**src/rtl/blc_pkg.sv**
```systemverilog
package blc_pkg;

    // Floor of log2 for a positive value; 0 for 0 or 1.
    function automatic int floor_log2(input logic [31:0] v);
        int r;
        r = 0;
        for (int i = 1; i < 32; i++) begin
            if (v[i]) r = i;
        end
        return r;
    endfunction

endpackage

```
**src/rtl/blc_err_accum.sv**
```systemverilog
module blc_err_accum #(
    parameter int SAMPLE_W = 10,
    parameter int REF_W    = 8,
    parameter int REF_FRAC = 2,
    parameter int CNT_W    = 10,
    localparam int ERR_W   = SAMPLE_W + REF_FRAC + 1,
    localparam int ACC_W   = ERR_W + CNT_W
) (
    input  logic                     clk,
    input  logic                     rst_n,
    input  logic [SAMPLE_W-1:0]      sample_i,
    input  logic                     sample_valid_i,
    input  logic                     clamp_win_i,
    input  logic [REF_W-1:0]         black_ref_i,
    input  logic                     loop_off_i,
    output logic signed [ACC_W-1:0]  acc_o,
    output logic [CNT_W-1:0]         cnt_o,
    output logic                     win_end_o
);

    localparam logic [CNT_W-1:0] CNT_MAX = '1;

    typedef struct packed {
        logic [ACC_W-1:0] acc;
        logic [CNT_W-1:0] cnt;
        logic             win;
    } acc_st_t;

    acc_st_t st_q, st_d;
    logic [ERR_W-1:0] err;
    logic             win_end;

    assign err = {1'b0, sample_i, {REF_FRAC{1'b0}}}
               - {{(ERR_W-REF_W){1'b0}}, black_ref_i};
    assign win_end = st_q.win & ~clamp_win_i;

    always_comb begin
        st_d     = st_q;
        st_d.win = clamp_win_i & ~loop_off_i;
        if (loop_off_i || win_end) begin
            st_d.acc = '0;
            st_d.cnt = '0;
        end else if (clamp_win_i && sample_valid_i && st_q.cnt != CNT_MAX) begin
            st_d.acc = st_q.acc + {{(ACC_W-ERR_W){err[ERR_W-1]}}, err};
            st_d.cnt = st_q.cnt + 1'b1;
        end
    end

    always_ff @(posedge clk or negedge rst_n) begin
        if (!rst_n) st_q <= '0;
        else        st_q <= st_d;
    end

    assign acc_o     = $signed(st_q.acc);
    assign cnt_o     = st_q.cnt;
    assign win_end_o = win_end;

    // a window end leaves an empty count for the next window
    a_r9_count_cleared: assert property (@(posedge clk) disable iff (!rst_n)
        win_end_o |=> cnt_o == '0);

    // a full count freezes the sum for the rest of the window
    a_r10_sum_frozen: assert property (@(posedge clk) disable iff (!rst_n)
        (cnt_o == CNT_MAX && clamp_win_i && !loop_off_i && st_q.win) |=> $stable(acc_o));

endmodule

```
**src/rtl/blc_line_pacer.sv**
```systemverilog
module blc_line_pacer #(
    parameter int DIV_W = 4
) (
    input  logic             clk,
    input  logic             rst_n,
    input  logic             line_start_i,
    input  logic [DIV_W-1:0] line_div_i,
    input  logic             consume_i,
    output logic             armed_o
);

    typedef struct packed {
        logic [DIV_W-1:0] cnt;
        logic             armed;
    } pace_st_t;

    pace_st_t st_q, st_d;

    always_comb begin
        st_d = st_q;
        if (consume_i) st_d.armed = 1'b0;
        if (line_start_i) begin
            if (st_q.cnt == line_div_i) begin
                st_d.cnt   = '0;
                st_d.armed = 1'b1;
            end else begin
                st_d.cnt = st_q.cnt + 1'b1;
            end
        end
    end

    always_ff @(posedge clk or negedge rst_n) begin
        if (!rst_n) st_q <= '0;
        else        st_q <= st_d;
    end

    assign armed_o = st_q.armed;

    // arming only ever follows a line pulse
    a_r7_arm_on_line: assert property (@(posedge clk) disable iff (!rst_n)
        $rose(armed_o) |-> $past(line_start_i));

endmodule

```
**src/rtl/blc_iir_update.sv**
```systemverilog
module blc_iir_update #(
    parameter int ACC_W  = 23,
    parameter int CNT_W  = 10,
    parameter int CORR_W = 10,
    parameter int REF_W  = 8,
    parameter int K_W    = 3
) (
    input  logic                    clk,
    input  logic                    rst_n,
    input  logic                    fire_i,
    input  logic                    loop_off_i,
    input  logic signed [ACC_W-1:0] acc_i,
    input  logic [CNT_W-1:0]        cnt_i,
    input  logic [K_W-1:0]          gain_shift_i,
    input  logic [REF_W-1:0]        black_ref_i,
    output logic [CORR_W-1:0]       corr_o,
    output logic                    corr_valid_o
);

    localparam int SUM_W   = ACC_W + 1;
    localparam int CORR_HI = (1 << (CORR_W - 1)) - 1;
    localparam int CORR_LO = -(1 << (CORR_W - 1));

    typedef struct packed {
        logic [CORR_W-1:0] corr;
        logic              vld;
    } iir_st_t;

    iir_st_t st_q, st_d;
    logic signed [ACC_W-1:0] mean;
    logic signed [ACC_W-1:0] step;
    logic signed [SUM_W-1:0] sum;

    always_comb begin
        mean = acc_i >>> blc_pkg::floor_log2(32'(cnt_i));
        step = mean >>> gain_shift_i;
        sum  = $signed({step[ACC_W-1], step})
             + $signed({{(SUM_W-CORR_W){st_q.corr[CORR_W-1]}}, st_q.corr});
    end

    always_comb begin
        st_d     = st_q;
        st_d.vld = 1'b0;
        if (loop_off_i) begin
            st_d.corr = CORR_W'(black_ref_i);
        end else if (fire_i && cnt_i != '0) begin
            if (sum > $signed(SUM_W'(CORR_HI)))      st_d.corr = CORR_W'(CORR_HI);
            else if (sum < $signed(SUM_W'(CORR_LO))) st_d.corr = CORR_W'(CORR_LO);
            else                                     st_d.corr = sum[CORR_W-1:0];
        end
        st_d.vld = (st_d.corr != st_q.corr);
    end

    always_ff @(posedge clk or negedge rst_n) begin
        if (!rst_n) st_q <= '0;
        else        st_q <= st_d;
    end

    assign corr_o       = st_q.corr;
    assign corr_valid_o = st_q.vld;

    // each valid pulse marks an actual change of the word
    a_r6_pulse_on_change: assert property (@(posedge clk) disable iff (!rst_n)
        corr_valid_o |-> corr_o != $past(corr_o));

    // no armed window end and servo running: the word holds
    a_r11_hold_between: assert property (@(posedge clk) disable iff (!rst_n)
        (!fire_i && !loop_off_i) |=> $stable(corr_o));

endmodule

```
**src/rtl/blc_servo.sv**
```systemverilog
module blc_servo #(
    parameter int SAMPLE_W = 10,
    parameter int REF_W    = 8,
    parameter int REF_FRAC = 2,
    parameter int CNT_W    = 10,
    parameter int CORR_W   = 10,
    parameter int K_W      = 3,
    parameter int DIV_W    = 4
) (
    input  logic                clk,
    input  logic                rst_n,
    input  logic [SAMPLE_W-1:0] sample_i,
    input  logic                sample_valid_i,
    input  logic                clamp_win_i,
    input  logic                line_start_i,
    input  logic [REF_W-1:0]    black_ref_i,
    input  logic                loop_off_i,
    input  logic [K_W-1:0]      gain_shift_i,
    input  logic [DIV_W-1:0]    line_div_i,
    output logic [CORR_W-1:0]   corr_o,
    output logic                corr_valid_o
);

    localparam int ERR_W = SAMPLE_W + REF_FRAC + 1;
    localparam int ACC_W = ERR_W + CNT_W;

    logic signed [ACC_W-1:0] acc;
    logic [CNT_W-1:0]        cnt;
    logic                    win_end;
    logic                    armed;
    logic                    fire;

    blc_err_accum #(
        .SAMPLE_W (SAMPLE_W),
        .REF_W    (REF_W),
        .REF_FRAC (REF_FRAC),
        .CNT_W    (CNT_W)
    ) u_accum (
        .clk            (clk),
        .rst_n          (rst_n),
        .sample_i       (sample_i),
        .sample_valid_i (sample_valid_i),
        .clamp_win_i    (clamp_win_i),
        .black_ref_i    (black_ref_i),
        .loop_off_i     (loop_off_i),
        .acc_o          (acc),
        .cnt_o          (cnt),
        .win_end_o      (win_end)
    );

    blc_line_pacer #(
        .DIV_W (DIV_W)
    ) u_pacer (
        .clk          (clk),
        .rst_n        (rst_n),
        .line_start_i (line_start_i),
        .line_div_i   (line_div_i),
        .consume_i    (win_end),
        .armed_o      (armed)
    );

    assign fire = win_end & armed & ~loop_off_i;

    blc_iir_update #(
        .ACC_W  (ACC_W),
        .CNT_W  (CNT_W),
        .CORR_W (CORR_W),
        .REF_W  (REF_W),
        .K_W    (K_W)
    ) u_iir (
        .clk          (clk),
        .rst_n        (rst_n),
        .fire_i       (fire),
        .loop_off_i   (loop_off_i),
        .acc_i        (acc),
        .cnt_i        (cnt),
        .gain_shift_i (gain_shift_i),
        .black_ref_i  (black_ref_i),
        .corr_o       (corr_o),
        .corr_valid_o (corr_valid_o)
    );

    // when stopped, the word tracks the target one cycle later
    a_r8_off_tracks_ref: assert property (@(posedge clk) disable iff (!rst_n)
        loop_off_i |=> corr_o == CORR_W'($past(black_ref_i)));

endmodule

```
**config.mk**
```make
export PLATFORM = sky130hd
export DESIGN_NAME = blc_servo
export DESIGN_NICKNAME = d
export VERILOG_FILES = /design/src/rtl/blc_pkg.sv /design/src/rtl/blc_err_accum.sv /design/src/rtl/blc_line_pacer.sv /design/src/rtl/blc_iir_update.sv /design/src/rtl/blc_servo.sv
export SDC_FILE = /design/constraint.sdc
export NUM_CORES = 1
export LEC_CHECK = 0
export CORE_MARGIN = 2
export CORE_UTILIZATION = 44
export DETAILED_ROUTE_END_ITERATION = 8
export GPL_TIMING_DRIVEN = 0
export SLEW_MARGIN = 20
export SYNTH_ARGS = -nofsm -noshare
export SYNTH_HDL_FRONTEND = slang
export SYNTH_SLANG_ARGS = --single-unit
```
**constraint.sdc**
```tcl
create_clock -name clk -period 14.9 [get_ports clk]
set_clock_uncertainty 0.05 [all_clocks]
set_input_delay 3.725 -clock clk [delete_from_list [all_inputs] [get_ports clk]]
set_output_delay 3.725 -clock clk [all_outputs]
set_load 0.1 [all_outputs]
```
Word-level counts from Yosys, hierarchy flattened:

Index checks and enable logic that the tools add are counted.

* register bits: 50
* bits of input ports: 31
* output and inout port bits: 11

* add/sub/neg operators: 5
* order comparisons: 2
* eq/ne operators: 3
* shifts and indexed selects: 2
* multiplexer cells: 19
* bitwise gates (word level): 6
* reduce and logical (&&, ||, !) cells: 6

Operators with widths (count)
* 32-bit 2-to-1 mux: 8
* 33-bit 2-to-1 mux: 2
* 10-bit 2-to-1 mux: 4
* 23-bit by 32-bit >>> shifter with 23-bit output: 1
* 23-bit by 10-bit adder with 24-bit output: 1
* 24-bit by 10-bit greater-than comparator with 1-bit output (second input constant): 1
* 24-bit by 10-bit < comparator with 1-bit output (second input constant): 1
* 23-bit adder: 1
* 23-bit by 3-bit >>> shifter with 23-bit output: 1
* 12-bit by 8-bit subtractor with 13-bit output: 1
* 10-bit by 1-bit adder with 10-bit output (second input constant): 1
* 10-bit inequality test: 1
* 10-bit inequality test (second input constant): 1
* 10-bit nonzero test: 1
* 4-bit by 1-bit adder with 4-bit output (second input constant): 1
* 1-bit bitwise AND: 4
* 4-bit equality test: 1
* 1-bit 2-to-1 mux: 4
* 4-bit 2-to-1 mux: 1
* 1-bit logical AND: 3
* 1-bit inverter: 2
* 2-bit nonzero test: 1
* 1-bit logical OR: 1

Logic depth before layout (Yosys ltp):

Gate-level depths: netlist of the first run.

* depth in word-level cells: 18
* depth in mapped cells: 30

Modules after synthesis:

A second synthesis of the first run with hierarchy kept.

* cells, all modules: 981
* area, all modules: 7771.2 um2

Modules (own cells, without submodules)
* blc_iir_update: instances 1, cells an instance 551, area an instance 4107.7 um2, seq. area each 275.3 um2
* blc_err_accum: instances 1, cells an instance 400, area an instance 3360.7 um2, seq. area each 850.8 um2
* blc_line_pacer: instances 1, cells an instance 29, area an instance 294.0 um2, seq. area each 125.1 um2
* blc_servo: instances 1, cells an instance 1, area an instance 8.8 um2, seq. area each 0.0 um2

Worst setup path before layout of the first run:

OpenSTA, ideal clock, no wires.

* path type: input-to-reg
* start point: input black_ref_i[2]
* end point: register u_accum.st_q (netlist bit u_accum.acc_o[22])
* data arrival time: 8.261 ns
* setup slack: 6.511 ns
* cell stages on the path: 19
* path buffers: 0
* path through: inv_1 -> ha_1 -> a21o_1 -> a21oi_1 -> o21bai_1 -> a21oi_1 -> o21bai_1 -> a2111oi_2 -> nor3b_1 -> ha_1 -> a21o_1 -> nor3_1 -> nand3_1 -> a41o_1 -> a211oi_1 -> nor2_1 -> mux2_2 -> or3_1 -> a21oi_1

* word-level cells in the longest chain between the ends: 4

RTL lines
* start, declared: RTL line blc_servo.sv:16 `input logic [REF_W-1:0] black_ref_i,`
* 12-bit by 8-bit subtractor with 13-bit output: RTL line blc_err_accum.sv:34 `- {{(ERR_W-REF_W){1'b0}}, black_ref_i};`
* 23-bit adder: RTL line blc_err_accum.sv:44 `st_d.acc = st_q.acc + {{(ACC_W-ERR_W){err[ERR_W-1]}}, err};`
* 33-bit 2-to-1 mux: RTL line blc_err_accum.sv:43 `end else if (clamp_win_i && sample_valid_i && st_q.cnt != CNT_MAX) begin`
* 33-bit 2-to-1 mux: RTL line blc_err_accum.sv:40 `if (loop_off_i || win_end) begin`
* end signal, assigned: RTL line blc_err_accum.sv:51 `else st_q <= st_d;`
* end, declared: RTL line blc_err_accum.sv:29 `acc_st_t st_q, st_d;`

Every way passes these cells. The select of a mux whose other input is x is not followed.
A chain may end at the register's enable or synchronous reset.

==> results of run 1 <==
cells by family (layout without fill, tap and decap cells):
family                     Yosys count  in the layout  synth area share, %
AOI/OAI and AO/OA                  284            284                 27.0
xor gates and xnor gates            49             49                 6.09
adders and majority gates           58             58                 10.5
buffers and inverters               80            127                 4.99
DFF                                 50             50                 17.8
muxes                               88             88                 14.1
and+or+nand+nor                    294            294                 19.6
final cells by class:
cell class              instances  area [µm²]  area share (%)
flip-flops and latches         50        1250            15.9
clock buffers                   5         125            1.59
inverters                      30         113            1.43
well taps                     216         270            3.43
multi-input cells             773        5460            69.2
repair buffers                 39         380            4.82
plain buffers                  50         239            3.03
clock inverters                 3        48.8           0.619
through the flow:
step | power [W] | utilization [%] | instances
after global placement | 0.000355 | 48.8 | 1156
after CTS | 0.000498 | 50.0 | 1166
after global routing | 0.000527 | 50.0 | 1166
after floorplan | 0.000306 | - | 903
final | 0.000495 | 50.0 | 1166
after detailed placement | 0.000357 | 48.9 | 1158
per-layer routing:
metal,up-vias,GRT usage (%)
met1,3223,33.6
li1,3438,-
met5,-,0
met4,0,6.26
met3,30,3.71
met2,143,36.6
registers in the layout, summed over array words and instances (netlist names):
signal / flops
u_iir.corr_o: 10
u_accum.st_q: 1
u_pacer.st_q: 4
u_accum.cnt_o: 10
u_iir.corr_valid_o: 1
u_accum.acc_o: 23
u_pacer.armed_o: 1
cell usage in the layout (no fill, tap or decap), drive strengths merged, types with 5 or more instances in the layout:
cell type	netlist	final
a21o	36	36
o21a	9	9
clkbuf	30	35
nor2	73	73
mux2	21	21
mux4	7	7
o22ai	9	9
inv	30	31
ha	56	56
dfrtp	50	50
clkdlybuf4s50	0	36
nand4	15	15
mux2i	60	60
a31oi	17	17
or3	8	8
o211ai	7	7
xnor2	26	26
nand2	111	111
xor2	23	23
a211oi	14	14
nor4	5	5
buf	20	23
a21oi	96	96
nor3	21	21
o21ai	41	41
and2	5	5
nand3	15	15
nor2b	9	9
nand2b	8	8
and3	6	6
o21bai	5	5
power groups by stage:
stage	logic [W]	registers [W]	clock network (W)
final	0.000191	0.000164	0.000140
after global routing	0.000213	0.000166	0.000148
after CTS	0.000191	0.000164	0.000143
after detailed placement	0.000190	0.000167	0
after global placement	0.000189	0.000166	0
after floorplan	0.000129	0.000178	0
path summary, 6_finish.rpt:
path	startpoint	end	slack, ns	cells after the start
setup reg to reg	u_accum.cnt_o[2]$_DFFE_PN0P_	u_iir.corr_valid_o$_DFF_PN0_	7.51	26
min in group asynchronous	rst_n	u_accum.cnt_o[6]$_DFFE_PN0P_	3.38	1
hold / removal	u_pacer.armed_o$_DFF_PN0_	u_pacer.armed_o$_DFF_PN0_	0.48	1
setup / recovery	gain_shift_i[0]	u_iir.corr_valid_o$_DFF_PN0_	5.93	20
max in group asynchronous	rst_n	u_iir.corr_o[8]$_DFF_PN0_	10.95	1
hold reg to reg	u_pacer.armed_o$_DFF_PN0_	u_pacer.armed_o$_DFF_PN0_	0.48	1
critical path, cell delays in order:
cell and delay, ns:
buf_1 0.37, buf_1 0.51, a311oi_1 0.10, a211oi_1 0.28, a211oi_1 0.09, a21o_1 0.20, ha_1 0.22, fa_1 0.44
a211oi_2 0.27, o21ai_1 0.17, a21o_1 0.27, a21o_1 0.25, a211oi_1 0.31, o2111ai_1 0.18, nor4_2 0.48, a21oi_2 0.10
a21oi_1 0.29, mux2_2 0.38, a2111oi_2 0.30, nand4_1 0.16
==> flow_metrics.env, run 1 <==
export IMPL_grt_pass1_wl_mm=32.1
export IMPL_switching_power_w=0.000189
export IMPL_rsz0062_at_grt="no"
export IMPL_timing_fmax_mhz=111
export IMPL_clock_sinks=50
export IMPL_root_buffer="clkbuf_16"
export IMPL_detail_route_vias_per_cell=5.86
export IMPL_start_util_pct=44.7
export IMPL_grt_max_degree=51
export IMPL_h_tree_depth=2
export IMPL_fin_ws_ns=5.93
export IMPL_synth_cell_type_count=83
export IMPL_crit_required_ns=15.02
export IMPL_ys_seq_area_share_pct=17.8
export IMPL_grt_usage_pct=23.4
export IMPL_dp_hpwl_mm=15.5
export IMPL_slew_headroom_pct=33.1
export IMPL_place_ws_ns=5.73
export IMPL_cts_buffers=5
export IMPL_endpoint_kind="flip-flop"
export IMPL_synthFlopType="dfrtp_1"
export IMPL_cp_start_kind="input pin"
export IMPL_ant_nets=0
export IMPL_p_seq_share_pct=33.2
export IMPL_dr_wl_met2_mm=8.54
export IMPL_place_area_um2=7710
export IMPL_timing_hold_ws_ns=0.481
export IMPL_ys_warnings_count=0
export IMPL_synth_avg_cell_area_um2=7.81
export IMPL_switching_share_pct=38.2
export IMPL_top_layer="met4"
export IMPL_synth_seq_cells=50
export IMPL_syn_cell_area_um2=7050
export IMPL_wl_mm=19.3
export IMPL_die_area_um2=17000
export IMPL_antenna_found_initial=0
export IMPL_hold_viol=0
export IMPL_combinationalPowerShare_pct=38.6
export IMPL_dr_pass1_iters=5
export IMPL_grt_pass1_vias=6452
export IMPL_cts_tree="done"
export IMPL_io_pins=42
export IMPL_status="completed"
export IMPL_synth_area_leaders="dfrtp_1 (18%), ha_1 (9.9%), mux2i_1 (8.5%)"
export IMPL_p_per_area_nw_per_um2=62.8
export IMPL_syn_inst=903
export IMPL_vias=6834
export IMPL_synth_top_cells_by_count="nand2_1 (111), a21oi_1 (93), nor2_1 (73), mux2i_1 (60), ha_1 (56)"
export IMPL_synth_edf_count=0
export IMPL_synth_most_common_cell="nand2_1"
export IMPL_clk_latency_ns=0.31
export IMPL_design_area_um2=7880
export IMPL_fillers=1610
export IMPL_drc_errors=0
export IMPL_io_buffers=37
export IMPL_hold_path_class="reg -> reg"
export IMPL_power_internal_w=0.000306
export IMPL_coreArea_um2=15800
export IMPL_clockBufferDepth=2
export IMPL_cts_setup_buffers=0
export IMPL_vdd_ir_drop_worst_mv=0.0552
export IMPL_fin_crit_sh_pct=60.2
export IMPL_path_max_fanout=10
export IMPL_dieWidth_um=131
export IMPL_crit_type="in -> reg"
export IMPL_area_growth_pct=11.9
export IMPL_met3_length_um=813
export IMPL_cellLeakagePower_nw=3.74
export IMPL_drv_slew=0
export IMPL_overflow=0
export IMPL_synthArstFlopShare_pct=100
export IMPL_cp_arrival_ns=9.09
export IMPL_cts_hold_buf=0
export IMPL_setup_tns_ns=0
export IMPL_min_period_ns=8.97
export IMPL_drive_gt1_share_pct=8.53
export IMPL_synth_nets=992
export IMPL_m1WireLength_mm=9.59
export IMPL_drv_cap=0
export IMPL_synth_top_area_cell="dfrtp_1"
export IMPL_setup_viol=0
export IMPL_clkPwrFrac_pct=28.2
export IMPL_die_height_um=131
export IMPL_yosysTopAreaCellShare_pct=17.8
export IMPL_tightest_slew_ns=1.00
export IMPL_gp_congestion=0.897
export IMPL_rows=46
export IMPL_clk_pin_slew_worst_paths_ns=0.07
export IMPL_nNetsFinal=1038
export IMPL_drt_iter0_markers=421
export IMPL_diodes=0
export IMPL_routedWlPerCell_um=16.6
export IMPL_ctsResizeCount=0
Note: power is estimated with default switching activity, not from simulation.
==> inputs of run 2 (changes only) <==
clock period = 9.35 ns   (was 14.9 ns; I/O delays follow)
==> results of run 2 <==
The final DEF is identical to that of run 1. Status: completed.
Among the figures that moved: setup slack after placement 5.73 ns -> 1.57 ns; setup slack after layout 5.93 ns -> 1.76 ns; register-to-register setup slack 7.51 ns -> 1.96 ns; total power 0.000495 W -> 0.000789 W; worst IR drop on VDD 0.0552 mV -> 0.0880 mV
